### config.mk
export PLATFORM = sky130hd
export DESIGN_NAME = tmode_entry_ctrl
export DESIGN_NICKNAME = d
export VERILOG_FILES = /design/src/rtl/tme_pkg.sv /design/src/rtl/tme_arm_counter.sv /design/src/rtl/tme_code_decoder.sv /design/src/rtl/tme_latch_bank.sv /design/src/rtl/tmode_entry_ctrl.sv
export SDC_FILE = /design/constraint.sdc
export NUM_CORES = 1
export LEC_CHECK = 0
export CORE_UTILIZATION = 54
export DETAILED_ROUTE_END_ITERATION = 16
export PLACE_DENSITY = 0.83
export SKIP_CTS_REPAIR_TIMING = 1
export SLEW_MARGIN = 40
export SYNTH_ARGS = -nofsm -noshare
export SYNTH_HDL_FRONTEND = slang
export SYNTH_SLANG_ARGS = --single-unit
### constraint.sdc
create_clock -name clk -period 2.92 [get_ports clk]
set_clock_uncertainty 0.2 [all_clocks]
set_input_delay 0.73 -clock clk [delete_from_list [all_inputs] [get_ports clk]]
set_output_delay 0.73 -clock clk [all_outputs]
set_load 0.01 [all_outputs]
### src/rtl/tme_pkg.sv
package tme_pkg;

    localparam int CODE_W    = 4;
    localparam int NUM_MODES = 12;

    localparam logic [CODE_W-1:0] CODE_NONE    = 4'd0;
    localparam logic [CODE_W-1:0] CODE_DET_OFF = 4'd13;
    localparam logic [CODE_W-1:0] CODE_FREEZE  = 4'd14;
    localparam logic [CODE_W-1:0] CODE_CLEAR   = 4'd15;

    localparam int IDX_PLATE_HI = 3;
    localparam int IDX_PLATE_LO = 4;
    localparam int IDX_DETECT   = 11;

    typedef enum logic [1:0] {
        ST_IDLE  = 2'd0,
        ST_ARMED = 2'd1,
        ST_ENTRY = 2'd2
    } tme_state_e;

endpackage

### src/rtl/tme_arm_counter.sv
module tme_arm_counter #(
    parameter int ARM_COUNT = 1024
) (
    input  logic clk,
    input  logic rst,
    input  logic qualify,
    output logic arm_pulse
);
    localparam int CW = $clog2(ARM_COUNT + 1);
    localparam logic [CW-1:0] LAST = CW'(ARM_COUNT - 1);
    localparam logic [CW-1:0] DONE = CW'(ARM_COUNT);

    logic [CW-1:0] cnt_q;

    // Restart on any break; saturate after completion so the pulse fires once per hold.
    always_ff @(posedge clk) begin
        if (rst) begin
            cnt_q <= '0;
        end else if (!qualify) begin
            cnt_q <= '0;
        end else if (cnt_q != DONE) begin
            cnt_q <= cnt_q + 1'b1;
        end
    end

    assign arm_pulse = qualify && (cnt_q == LAST);

endmodule

### src/rtl/tme_code_decoder.sv
module tme_code_decoder
    import tme_pkg::*;
(
    input  logic [CODE_W-1:0]    code,
    input  logic                 valid,
    output logic [NUM_MODES-1:0] set_vec,
    output logic                 det_off,
    output logic                 freeze,
    output logic                 clear_all
);
    for (genvar i = 0; i < NUM_MODES; i++) begin : g_line
        assign set_vec[i] = valid && (code == CODE_W'(i + 1));
    end

    assign det_off   = valid && (code == CODE_DET_OFF);
    assign freeze    = valid && (code == CODE_FREEZE);
    assign clear_all = valid && (code == CODE_CLEAR);

endmodule

### src/rtl/tme_latch_bank.sv
module tme_latch_bank
    import tme_pkg::*;
(
    input  logic                 clk,
    input  logic                 rst,
    input  logic [NUM_MODES-1:0] set_vec,
    input  logic                 det_off,
    input  logic                 clear_all,
    output logic [NUM_MODES-1:0] modes
);
    for (genvar i = 0; i < NUM_MODES; i++) begin : g_latch
        logic kill;

        if (i == IDX_PLATE_HI) begin : g_hi
            assign kill = set_vec[IDX_PLATE_LO];
        end else if (i == IDX_PLATE_LO) begin : g_lo
            assign kill = set_vec[IDX_PLATE_HI];
        end else if (i == IDX_DETECT) begin : g_det
            assign kill = det_off;
        end else begin : g_plain
            assign kill = 1'b0;
        end

        always_ff @(posedge clk) begin
            if (rst || clear_all) begin
                modes[i] <= 1'b0;
            end else if (set_vec[i]) begin
                modes[i] <= 1'b1;
            end else if (kill) begin
                modes[i] <= 1'b0;
            end
        end
    end

endmodule

### src/rtl/tmode_entry_ctrl.sv
module tmode_entry_ctrl
    import tme_pkg::*;
#(
    parameter int ARM_COUNT = 1024
) (
    input  logic                 clk,
    input  logic                 rst,
    input  logic                 rst_wr_i,
    input  logic                 wr_en_i,
    input  logic [CODE_W-1:0]    code_i,
    output logic                 entry_en_o,
    output logic [NUM_MODES-1:0] mode_o
);
    tme_state_e            state_q, state_d;
    logic                  arm_pulse;
    logic                  dec_valid;
    logic [NUM_MODES-1:0]  set_vec;
    logic                  det_off, freeze, clear_all;

    tme_arm_counter #(.ARM_COUNT(ARM_COUNT)) u_cnt (
        .clk       (clk),
        .rst       (rst),
        .qualify   (rst_wr_i && wr_en_i),
        .arm_pulse (arm_pulse)
    );

    assign dec_valid = (state_q == ST_ENTRY);

    tme_code_decoder u_dec (
        .code      (code_i),
        .valid     (dec_valid),
        .set_vec   (set_vec),
        .det_off   (det_off),
        .freeze    (freeze),
        .clear_all (clear_all)
    );

    tme_latch_bank u_bank (
        .clk       (clk),
        .rst       (rst),
        .set_vec   (set_vec),
        .det_off   (det_off),
        .clear_all (clear_all),
        .modes     (mode_o)
    );

    always_ff @(posedge clk) begin
        if (rst) begin
            state_q <= ST_IDLE;
        end else begin
            state_q <= state_d;
        end
    end

    always_comb begin
        state_d = state_q;
        unique case (state_q)
            ST_IDLE:  if (arm_pulse)          state_d = ST_ARMED;
            ST_ARMED: if (!rst_wr_i)          state_d = ST_ENTRY;
            ST_ENTRY: if (freeze || clear_all) state_d = ST_IDLE;
            default:                          state_d = ST_IDLE;
        endcase
    end

    always_comb begin
        entry_en_o = (state_q == ST_ENTRY);
    end

endmodule

# Word level (Yosys, flattened, before mapping)

Cells that the tools add are included.

Register bits after elaboration: 25
Input bits: 8
Output and inout bits: 13
Logic and storage cells: 72

Add/subtract/negate cells: 1
Equal/unequal tests: 22
Muxes and demuxes: 10
Bitwise gates (word level): 1
Reductions and logical operators: 24

Operators by type and width:

| operator              | count |
|---|---|
| $eq 4x4->1 const B    | 8 |
| $logic_and 1x1->1     | 17 |
| $eq 4x3->1 const B    | 4 |
| $add 11x1->11 const B | 1 |
| $eq 11x10->1 const B  | 1 |
| $ne 11x11->1 const B  | 1 |
| $eq 4x2->1 const B    | 2 |
| $mux 1                | 6 |
| $mux 2                | 3 |
| $ne 2x2->1 const B    | 3 |
| $pmux 2 s3            | 1 |
| $eq 4x1->1 const B    | 1 |
| $reduce_bool 2->1     | 2 |
| $reduce_and 3->1      | 1 |
| $eq 2x1->1 const B    | 1 |
| $eq 2x2->1 const B    | 1 |
| $logic_not 2->1       | 1 |
| $logic_or 1x1->1      | 2 |
| $reduce_or 2->1       | 1 |
| $not 1->1             | 1 |

# Depth between registers and ports, before layout

Gate-level depths: netlist of run 1.

Depth after elaboration: 5
Mapped depth: 5
Depth with buffers taken out: 4

# Modules after synthesis

From an unflattened synthesis of run 1, not the netlist that was laid out.

Cells, all modules: 124
Area total of the unflattened synthesis: 1139.8 µm²

Modules (own cells, without submodules):

| module           | times used | cells each | area an instance (µm²) | seq. area each (µm²) |
|---|---|---|---|---|
| tme_arm_counter  | 1          | 64         | 575.6                  | 220.2 |
| tme_latch_bank   | 1          | 29         | 366.6                  | 240.2 |
| tme_code_decoder | 1          | 22         | 105.1                  | 0.0 |
| tmode_entry_ctrl | 1          | 9          | 92.6                   | 40.0 |

# Least setup slack after synthesis of run 1

Ideal clock, no wire load.

Path type: input -> register
Start point: input code_i[2]
End point: register u_bank.modes[4]
Library setup time: 0.115 ns
Arrival time: 1.472 ns
Required time: 2.605 ns
Slack: 1.133 ns
Cell stages on the path: 4
Buffers on the path: 1
Cells stage by stage: buf_2 > nand3_1 > o21ai_0 > o21ba_2

Word-level cells in the longest chain between the ends: 3
Elaborated cells between the ends (all ways): 9
Those cells by class: eq/ne: 3; mux: 1; reduce/logical: 5

Ends and longest elaborated chain:

| what                                            | line                                           | text |
|---|---|---|
| from (decl)                                     | tmode_entry_ctrl.sv:10                         | `input logic [CODE_W-1:0] code_i,` |
| $eq 4x3->1 / $eq 4x4->1 (equally long branches) | tme_code_decoder.sv:12, tme_code_decoder.sv:17 |  |
| $logic_and 1x1->1 (on tied branches)            | tme_code_decoder.sv:12, tme_code_decoder.sv:17 |  |
| $mux 1 (tied with other cells)                  | tme_latch_bank.sv:27                           | `end else if (set_vec[i]) begin` |
| to (signal, indexed assignment)                 | tme_latch_bank.sv:26                           | `modes[i] <= 1'b0;` |
| to (signal, indexed assignment)                 | tme_latch_bank.sv:28                           | `modes[i] <= 1'b1;` |
| to (signal, indexed assignment)                 | tme_latch_bank.sv:30                           | `modes[i] <= 1'b0;` |
| to (decl)                                       | tme_latch_bank.sv:9                            | `output logic [NUM_MODES-1:0] modes` |

Parallel ways exist; a longest one is shown, timed or not.
A chain may end at the register's enable or synchronous reset.

# Final worst setup path of run 1

Start point: register state_q[1]
End point: output entry_en_o

Word-level cells in the longest chain between the ends: 1

Ends and longest elaborated chain:

| what                   | line                   | text |
|---|---|---|
| from (decl)            | tmode_entry_ctrl.sv:14 | `tme_state_e state_q, state_d;` |
| from (signal assigned) | tmode_entry_ctrl.sv:51 | `state_q <= state_d;` |
| $eq 2x2->1             | tmode_entry_ctrl.sv:66 | `entry_en_o = (state_q == ST_ENTRY);` |
| to (decl)              | tmode_entry_ctrl.sv:11 | `output logic entry_en_o,` |

Every way passes these cells.

==> results of run 1 <==
worst max path at each step:
stage	start	end	slack (ns)	cells after the start
after detailed placement	code_i[2]	u_bank.modes[4]	0.49	4
after global routing	state_q[1]	entry_en_o	0.20	2
after CTS	state_q[1]	entry_en_o	0.32	2
after floorplan	code_i[2]	u_bank.modes[4]	1.13	4
final	state_q[1]	entry_en_o	0.30	2
after global placement	code_i[2]	u_bank.modes[4]	0.57	4
layout by cell type (no fill, tap or decap), drive strengths merged, types with 2 or more instances in the layout:
master,Yosys,final
a21oi,9,9
nor2,6,6
or3,3,3
nand3b,2,2
inv,9,9
dfxtp,25,25
and3b,2,2
nand2,7,7
nand4b,2,2
nor3,9,9
clkbuf,2,3
a41oi,3,3
ha,2,2
and4,2,2
clkdlybuf4s50,0,20
nand3,6,6
o21ai,9,9
a31oi,5,5
nand2b,2,2
nor3b,2,2
mux2i,4,4
nand4,3,3
cell type report:
type	count	share of cell area, %
inverters	9	2.39
clock inverters	1	0.354
multi-input cells	93	43.7
repair buffers	20	14.2
flip-flops and latches	25	35.4
well taps	27	2.39
clock buffers	3	1.59
stage by stage:
stage / util, % / area [um^2]
2_1_floorplan: - / 1170
3_3_place_gp: 69.3 / 1390
3_5_place_dp: 69.3 / 1390
4_1_cts: 70.6 / 1410
5_1_grt: 70.6 / 1410
6_report: 70.6 / 1410
cells by family after synthesis:
| logic type | synth area share (%) |
|---|---|
| fa+ha+maj | 2.13 |
| xor+xnor | 1.49 |
| flops | 42.6 |
| buf+inv | 4.79 |
| mux | 3.41 |
| compound gates | 17.4 |
| simple gates | 28.2 |
state kept, by name, summed over array words and instances (netlist names):
name          cells
state_q           2
u_cnt.cnt_q      11
u_bank.modes     12
power groups by stage:
stage               logic, mW  clock network [mW]  registers (mW)
finish                 0.0324               0.152           0.343
global route           0.0345               0.172           0.343
CTS                    0.0316               0.154           0.343
detailed placement     0.0314                   0           0.350
global placement       0.0295                   0           0.350
floorplan              0.0154                   0           0.350
per-layer routing:
layer	part of all wire (%)	routed length, um
met1	46	1220
met2	48	1280
met3	5.8	154
met4	0.79	21
met5	0	0
worst max-delay path, cell delays in order, from the launching register on:
cell and delay (ns):
dfxtp_1 0.50, nor2b_1 0.29, clkdlybuf4s50_1 0.59
==> metrics.log, run 1 <==
[metrics] Die Height: 48.6 um
[metrics] number of antenna violations at the first check in global routing: 0
[metrics] total routed wirelength: 2670 um
[metrics] CTS tree: built
[metrics] VDD IR max: 0.278 mV
[metrics] Antenna diodes: 0
[metrics] number of nets produced by synthesis: 142
[metrics] most used flip-flop cell after synthesis: dfxtp_1
[metrics] number of clock sinks: 25
[metrics] maxcap violations: 0
[metrics] origin of the critical flop-to-flop path: u_cnt.cnt_q[1]
[metrics] Tightest Pin Transition: 0.412 ns
[metrics] number of warnings reported in the yosys synthesis log: 0
[metrics] number of nets in the layout: 162
[metrics] Arr. time, crit path: 1.69 ns
[metrics] largest buffer count on any clock path: 2
[metrics] WHS Endpoint: u_bank.modes[7]
[metrics] achievable clock frequency: 0.382 GHz
[metrics] pin count of the biggest net entering global routing: 15
[metrics] Port-buffer cells: 20
[metrics] GPL Wtd Cong: 0.833
[metrics] met3 Usage GRT: 4.09%
[metrics] most numerous cell types in the synthesized netlist: 25 x dfxtp_1, 9 x a21oi_1, 9 x inv_1, 9 x nor3_1, 9 x o21ai_0
[metrics] residual overflow from global routing: 0
[metrics] total negative slack: 0 ns
[metrics] worst skew pair latency: 0.31 ns
[metrics] vias in the first global route: 940
[metrics] Net Sw Power: 0.121 mW
[metrics] clock root buffer: clkbuf_4
[metrics] CP Max Fanout: 9
[metrics] power share of the sequential group: 65.1%
[metrics] Avg Synthesized Cell Area: 8.90 um^2
[metrics] setup slack of the critical path after layout: 0.302 ns
[metrics] setup violators final: 0
[metrics] Internal Dissipation: 0.405 mW
[metrics] level count of the clock H-tree: 1
[metrics] max-slew violation count: 0
[metrics] startpoint of the tightest hold check path: u_bank.modes[7]
[metrics] type of destination of the critical path: primary output
[metrics] sw frac: 23.0%
[metrics] Post-synth EDFFs: 0
[metrics] met1 track demand over resource: 30.9%
[metrics] number of instances in the synthesized netlist: 132
[metrics] Die Wd: 48.6 um
[metrics] unrepaired setup endpoints after global routing: no
[metrics] path type of the worst min-delay path: flip-flop to flip-flop
[metrics] Register-to-Register Setup Slack: 1.29 ns
[metrics] Rows: 16
[metrics] clock transition at the register clock pins on the worst setup and hold paths after CTS: 0.13 ns
[metrics] placed cells: 174
[metrics] total standard cell area after synthesis: 1170 um^2
[metrics] critical path start-end classification: flip-flop to primary output
[metrics] area occupied by multi-input gates: 618 um^2
[metrics] initial cell density of the core: 58.7%
[metrics] Placement Setup Slack: 0.488 ns
[metrics] biggest area consumer among synthesized cells: dfxtp_1
[metrics] endpoint of the worst-slack reg-to-reg timing path: state_q[0]
[metrics] category of the worst setup path launch point: flip-flop
[metrics] post-route clock period utilization: 89.7%
[metrics] TritonRoute pass-1 iters: 4
[metrics] count of different cell masters after synthesis: 41
[metrics] dominant cell by count in the synthesized netlist: dfxtp_1
[metrics] grt peak-use layer: met2
[metrics] global-route wire length before repair: 4300 um
[metrics] Routed Antenna Nets: 0
[metrics] number of cells on the worst hold path: 2
[metrics] number of filler cells placed in the layout: 169
[metrics] number of cell instances on the worst register-to-register path: 4
[metrics] PD cells: 372 nW/um^2
[metrics] Comb power frac: 6.1%
[metrics] met2 layer usage reported by global route: 39.6%
[metrics] Core Box Area: 2000 um^2
[metrics] filler-free cell count of the finished design: 178
[metrics] fraction of layout instances using a drive strength above 1: 7.28%
[metrics] post-route worst hold slack: 0.294 ns
[metrics] # IOs: 21
[metrics] Yosys reg bits: 25
[metrics] GRT Util Overall: 23.7%
[metrics] Period minus WS final: 2.62 ns
[metrics] Reg area: 500 um^2
[metrics] status: finished clean
[metrics] Hold Fails Final Rpt: 0
[metrics] cell leakage power: 0.479 nW
[metrics] area of the die: 2370 um^2
[metrics] total vias in the final route: 1,089
[metrics] routed length per placed instance: 15.0 um
[metrics] top cell type's share of synthesized area: 42.6%
[metrics] relative slew slack: 72.2%
[metrics] synthesis-to-finish area growth: 20.3%
[metrics] register area share after synthesis: 42.6%
[metrics] required time of the critical path: 1.99 ns
[metrics] total power after layout: 0.527 mW
[metrics] number of buffers created by CTS: 3
[metrics] via density per instance: 6.12
[metrics] clock share of power: 28.8%
[metrics] top area cells in the synthesized netlist: dfxtp_1 43%, a21oi_1 3.8%, nor3_1 3.8%, o21ai_0 3.8%, mux2i_1 3.4%
[metrics] DRC violation total after the first TritonRoute iteration: 44
[metrics] FFs w/ async S/R, synth: 0%
[metrics] DRC violation count after routing: 0
[metrics] half-perimeter wire length of the detailed placement result: 1990 um
(Power assumes the default switching activity.)
==> run 2: changes to the inputs <==
CORE_UTILIZATION = 60   (was 54)
DONT_BUFFER_PORTS = 1   (was not set)
PLACE_DENSITY = not set   (was 0.83)
PLACE_DENSITY_LB_ADDON = 0.1   (was not set)
clock period = 3.38 ns   (was 2.92 ns; I/O delays follow)
==> run 2 against run 1 <==
  * Critical path depth down 1
  * Die area down 9.6%
  * First-iteration DRC count down 66%
  * Design area down 14%
  * Sequential cell count unchanged
  * Sequential share of layout area up 5.8 points
  * Worst setup slack better by 0.79 ns
  * Clock-buffer cell count unchanged
  * Sequential power down 14%
  * Core utilization down 2.6 points
  * Largest cell class unchanged
  * Highest routed layer unchanged
==> metrics.log, run 2 (synthesis results as in run 1) <==
[metrics] status: finished clean
[metrics] setup violators final: 0 (unchanged)
[metrics] standard cell with the maximum stage delay on the critical path: dfxtp_1
[metrics] max FFs per register: 12 (unchanged)
[metrics] Antenna diodes: 0 (unchanged)
[metrics] via density per instance: 6.47 (+5.8%)
[metrics] total negative slack: 0 ns (unchanged)
[metrics] DRC violation count after routing: 0 (unchanged)
[metrics] commonest cells after routing, fill and taps aside: 25 x dfxtp_1, 9 x inv_1, 9 x a21oi_1, 9 x o21ai_0, 9 x nor3_1
[metrics] number of buffers created by CTS: 3 (unchanged)
[metrics] level count of the clock H-tree: 1 (unchanged)
[metrics] PD cells: 370 nW/um^2 (-0.69%)
[metrics] kind of cell adding the most delay to the critical path: flip-flops
[metrics] GPL Wtd Cong: 0.825 (-0.86%)
[metrics] number of nets in the layout: 142 (-12%)
[metrics] CTS tree: built
[metrics] DRC violation total after the first TritonRoute iteration: 15 (-66%)
[metrics] Critical path buffers and inverters: 0 (-1)
[metrics] TritonRoute pass-1 iters: 4 (unchanged)
[metrics] unrepaired setup endpoints after global routing: no
[metrics] required time of the critical path: 2.33 ns (+0.34 ns)
[metrics] number of cell instances on the worst register-to-register path: 4 (unchanged)
[metrics] Arr. time, crit path: 1.25 ns (-0.44 ns)
[metrics] critical path capture point: entry_en_o
[metrics] area after detailed placement: 1180 um^2 (-15%)
[metrics] worst skew pair latency: 0.33 ns (+0.02 ns)
[metrics] maxcap violations: 0 (unchanged)
[metrics] cell-by-cell listing of the critical path: nor2b_1
[metrics] Port-buffer cells: 0 (-100%)
[metrics] most common cell after layout, fill and taps aside: dfxtp_1
[metrics] final standard cell utilization of the core: 68.1% (-2.6 points)
[metrics] cell leakage power: 0.404 nW (-16%)
[metrics] max-slew violation count: 0 (unchanged)
[metrics] type of destination of the critical path: primary output
[metrics] category of the worst setup path launch point: flip-flop
[metrics] CP Max Fanout: 9 (unchanged)
[metrics] GRT Util Overall: 25.8% (+2.1 points)
[metrics] Hold Fails Final Rpt: 0 (unchanged)
[metrics] half-perimeter wire length of the detailed placement result: 1750 um (-12%)
[metrics] total vias in the final route: 1,010 (-7.3%)
[metrics] clock transition at the register clock pins on the worst setup and hold paths after CTS: 0.14 ns (about the same)
[metrics] Rows: 15 (-1)
[metrics] number of antenna violations at the first check in global routing: 0 (unchanged)
[metrics] synthesis-to-finish area growth: 3.30%
[metrics] register name with the most flops: u_bank.modes
[metrics] Period minus WS final: 2.29 ns
[metrics] number of clock sinks: 25 (unchanged)
[metrics] area of the die: 2140 um^2 (-9.6%)
[metrics] initial cell density of the core: 65.9% (+7.2 points)
[metrics] Core Box Area: 1780 um^2 (-11%)
[metrics] Critical Path Max Stage Delay: 0.51 ns (-0.08 ns)
[metrics] endpoint of the worst-slack reg-to-reg timing path: state_q[0]
[metrics] vias in the first global route: 894 (-4.9%)
[metrics] origin of the critical flop-to-flop path: u_cnt.cnt_q[1]
[metrics] largest registers: u_bank.modes x12, u_cnt.cnt_q x11, state_q x2
[metrics] Routed Antenna Nets: 0 (unchanged)
[metrics] post-route clock period utilization: 67.8%
[metrics] pin count of the biggest net entering global routing: 16 (+1)
[metrics] number of stages on the worst setup path: 1 (-1)
[metrics] # IOs: 21 (unchanged)
[metrics] global-route wire length before repair: 3890 um (-9.5%)
[metrics] Tightest Pin Transition: 0.429 ns (+0.0169 ns)
[metrics] Register-to-Register Setup Slack: 1.71 ns (+0.42 ns)
[metrics] clock root buffer: clkbuf_4
[metrics] critical path start-end classification: flip-flop to primary output
[metrics] path type of the worst min-delay path: flip-flop to flip-flop
[metrics] routed length per placed instance: 15.5 um (+3.2%)
[metrics] total routed wirelength: 2410 um (-9.6%)
[metrics] launching instance or port of the critical path: state_q[1]
[metrics] Post-Layout Inst Area: 1210 um^2 (-14%)
[metrics] achievable clock frequency: 0.436 GHz
[metrics] VDD IR max: 0.216 mV (-22%)
[metrics] largest buffer count on any clock path: 2 (unchanged)
[metrics] residual overflow from global routing: 0 (unchanged)
[metrics] Die Height: 46.3 um (-4.9%)
[metrics] fraction of layout instances using a drive strength above 1: 8.40% (+1.1 points)
[metrics] relative slew slack: 71.1% (-1.1 points)
[metrics] Die Wd: 46.3 um (-4.9%)
[run 2: changes by cell type in the layout (fill, tap and decap cells not counted)]
cell	change
clkinv_2	-1
clkinvlp_4	+1
clkdlybuf4s50_1	-20
[run 2: metal layers]
layer  up-vias  part of all wire, %  track usage (%)
met4         0                  1.8             12.4
met5         -                    0                0
met2        23                   45             38.9
met1       492                   49             33.9
met3         4                  4.1             6.67
li1        491                    -                -
[run 2: worst min-delay path by stage]
stage / from / to / slack (ns) / cells after the start
2_1_floorplan: u_cnt.cnt_q[9] / u_cnt.cnt_q[9] / 0.26 / 2
3_3_place_gp: u_cnt.cnt_q[9] / u_cnt.cnt_q[9] / 0.29 / 2
3_5_place_dp: u_cnt.cnt_q[10] / u_cnt.cnt_q[10] / 0.30 / 2
4_1_cts: u_cnt.cnt_q[10] / u_cnt.cnt_q[10] / 0.33 / 2
5_1_grt: rst / state_q[1] / 0.35 / 1
6_report: u_cnt.cnt_q[10] / u_cnt.cnt_q[10] / 0.32 / 2
[run 2: metrics by stage]
stage / total power [mW] / setup WS [ns] / hold WS [ns] / instances
after floorplan: 0.316 / 1.48 / 0.263 / 132
after global placement: 0.314 / 1.55 / 0.287 / 152
after detailed placement: 0.315 / 1.49 / 0.303 / 152
after CTS: 0.450 / 1.11 / 0.327 / 156
after global routing: 0.461 / 1.03 / 0.350 / 156
final: 0.449 / 1.09 / 0.325 / 156
[run 2: final cells by class]
cell class	count	area (um^2)
Multi-Input combinational cell	93	618
Fill cell	164	569
Sequential cell	25	500
Inverter	9	33.8
Tap cell	25	31.3
Clock buffer	3	22.5
Clock inverter	1	7.51
[run 2: power breakdown]
part / leakage [nW] / internal (mW) / switching [mW]
Combinational: 0.189 / 0.00358 / 0.00870
Sequential: 0.201 / 0.295 / 0.000847
Clock: 0.0139 / 0.0453 / 0.0951
[run 2: worst reg2reg max path, stage by stage (launching register included)]
cell,delay (ns)
dfxtp_1,0.44
ha_1,0.24
and3_1,0.23
nand4_1,0.19
o41ai_2,0.29
==> run 3: changes to the inputs <==
CORE_UTILIZATION = 54   (was 60)
clock period = 1.9 ns   (was 3.38 ns; I/O delays follow)
==> run 3 against run 2 <==
  * Power increased by 77%
  * Worst setup slack got worse by 1.0 ns
  * Critical path type unchanged
  * Final cell count increased by 1.9%
  * Register-to-register slack got worse by 1.4 ns
  * Clock power increased by 75%
  * First-iteration DRC count decreased by 13%
  * Critical endpoint unchanged
==> metrics.log, run 3 (synthesis results as in run 1) <==
[metrics] vias in the first global route: 930 (+4.0%)
[metrics] number of nets in the layout: 143 (+0.70%)
[metrics] Tightest Pin Transition: 0.409 ns (-0.0209 ns)
[metrics] TritonRoute pass-1 iters: 4 (unchanged)
[metrics] kind of cell adding the most delay to the critical path: flip-flops
[metrics] number of buffers created by CTS: 3 (unchanged)
[metrics] relative slew slack: 72.5% (+1.4 points)
[metrics] Period minus WS final: 1.81 ns
[metrics] DRC violation count after routing: 0 (unchanged)
[metrics] Core Box Area: 2000 um^2 (+12%)
[metrics] category of the worst setup path launch point: flip-flop
[metrics] synthesis-to-finish area growth: 4.26%
[metrics] total negative slack: 0 ns (unchanged)
[metrics] GPL Wtd Cong: 0.772 (-6.4%)
[metrics] half-perimeter wire length of the detailed placement result: 1720 um (-1.9%)
[metrics] fraction of layout instances using a drive strength above 1: 8.33% (-0.064 points)
[metrics] post-route clock period utilization: 95.2%
[metrics] number of filler cells placed in the layout: 178 (+8.5%)
[metrics] path type of the worst min-delay path: input pin to flip-flop
[metrics] DRC violation total after the first TritonRoute iteration: 13 (-2)
[metrics] area of the die: 2370 um^2 (+11%)
[metrics] max-slew violation count: 0 (unchanged)
[metrics] # IOs: 21 (unchanged)
[metrics] Port-buffer cells: 0 (unchanged)
[metrics] largest registers: u_bank.modes x12, u_cnt.cnt_q x11, state_q x2
[metrics] global-route wire length before repair: 4090 um (+5.1%)
[metrics] Arr. time, crit path: 1.13 ns (-0.12 ns)
[metrics] routed length per placed instance: 15.0 um (-3.3%)
[metrics] Hold Fails Final Rpt: 0 (unchanged)
[metrics] Routed Antenna Nets: 0 (unchanged)
[metrics] clock root buffer: clkbuf_4
[metrics] total routed wirelength: 2380 um (-1.5%)
[metrics] cell leakage power: 0.409 nW (+1.3%)
[metrics] Register-to-Register Setup Slack: 0.31 ns (-1.40 ns)
[metrics] PD cells: 650 nW/um^2 (+76%)
[metrics] unrepaired setup endpoints after global routing: no
[metrics] setup violators final: 0 (unchanged)
[metrics] critical path start-end classification: flip-flop to primary output
[metrics] GRT Util Overall: 22.2% (-3.6 points)
[metrics] level count of the clock H-tree: 1 (unchanged)
[metrics] required time of the critical path: 1.22 ns (-1.11 ns)
[metrics] via density per instance: 6.31 (-2.6%)
[metrics] pin count of the biggest net entering global routing: 14 (-2)
[metrics] post-route worst hold slack: 0.0407 ns (-0.284 ns)
[metrics] max FFs per register: 12 (unchanged)
[metrics] most common cell after layout, fill and taps aside: dfxtp_1
[metrics] CTS tree: built
[metrics] residual overflow from global routing: 0 (unchanged)
[metrics] number of clock sinks: 25 (unchanged)
[metrics] standard cell with the maximum stage delay on the critical path: dfxtp_1
[metrics] Critical path buffers and inverters: 0 (unchanged)
[metrics] Antenna diodes: 0 (unchanged)
[metrics] cell-by-cell listing of the critical path: nor2b_2
[metrics] status: finished clean
[metrics] worst skew pair latency: 0.33 ns (about the same)
[metrics] type of destination of the critical path: primary output
[metrics] Die Height: 48.6 um (+5.2%)
[metrics] achievable clock frequency: 0.553 GHz
[metrics] CP Max Fanout: 9 (unchanged)
[metrics] VDD IR max: 0.530 mV (+150%)
[metrics] initial cell density of the core: 58.7% (-7.2 points)
[metrics] register name with the most flops: u_bank.modes
[metrics] largest buffer count on any clock path: 2 (unchanged)
[metrics] Critical Path Max Stage Delay: 0.49 ns (-0.02 ns)
[metrics] commonest cells after routing, fill and taps aside: 25 x dfxtp_1, 9 x inv_1, 9 x a21oi_1, 9 x o21ai_0, 9 x nor3_1
[metrics] Rows: 16 (+1)
[metrics] maxcap violations: 0 (unchanged)
[metrics] total vias in the final route: 1,003 (-0.69%)
[metrics] Die Wd: 48.6 um (+5.2%)
[metrics] number of antenna violations at the first check in global routing: 0 (unchanged)
[metrics] clock transition at the register clock pins on the worst setup and hold paths after CTS: 0.14 ns (about the same)
==> run 3: report_power, final <==
| part | internal, mW | leakage (nW) | switching [mW] |
|---|---|---|---|
| Clock | 0.0823 | 0.0150 | 0.162 |
| Combinational | 0.00768 | 0.193 | 0.0174 |
| Sequential | 0.525 | 0.201 | 0.00127 |
| Total | 0.615 | 0.409 | 0.181 |
==> run 3: per-stage QoR <==
stage | instances | cell area [um^2] | power [mW] | worst slack, ns | util (%)
floorplan | 132 | 1170 | 0.562 | 0.368 | -
global placement | 154 | 1190 | 0.559 | 0.382 | 59.3
detailed placement | 154 | 1190 | 0.560 | 0.321 | 59.3
CTS | 158 | 1210 | 0.794 | 0.0152 | 60.6
global route | 159 | 1220 | 0.825 | 0.0114 | 61.2
finish | 159 | 1220 | 0.796 | 0.0913 | 61.2
==> run 3: layout make-up <==
class	count	area, um^2	share of cell area, %
well taps	27	33.8	2.76
repair buffers	1	10.0	0.817
clock buffers	4	26.3	2.15
flip-flops and latches	25	500	40.9
multi-input cells	93	621	50.7
inverters	9	33.8	2.76
==> run 3: worst reg2reg max path: cells and delay by family, from the launching register on <==
| family | cells | cell delay, ns |
|---|---|---|
| compound gates | 1 | 0.29 |
| fa+ha+maj | 1 | 0.22 |
| flops | 1 | 0.42 |
| simple gates | 2 | 0.40 |
==> run 3: final timing paths <==
check             depth (start not counted)               to             from
setup reg to reg                          4       state_q[0]   u_cnt.cnt_q[1]
hold / removal                            1  u_bank.modes[0]              rst
hold reg to reg                           1       state_q[0]  u_cnt.cnt_q[10]
setup / recovery                          1       entry_en_o       state_q[1]
==> run 3: metal layers <==
metal  GRT usage, %  up-vias  part of all wire (%)
met3           5.97        5                   7.8
met2           30.6       39                    40
met1           31.5      468                    51
met4           11.3        0                   1.9
li1               -      491                     -
met5              0        -                     0
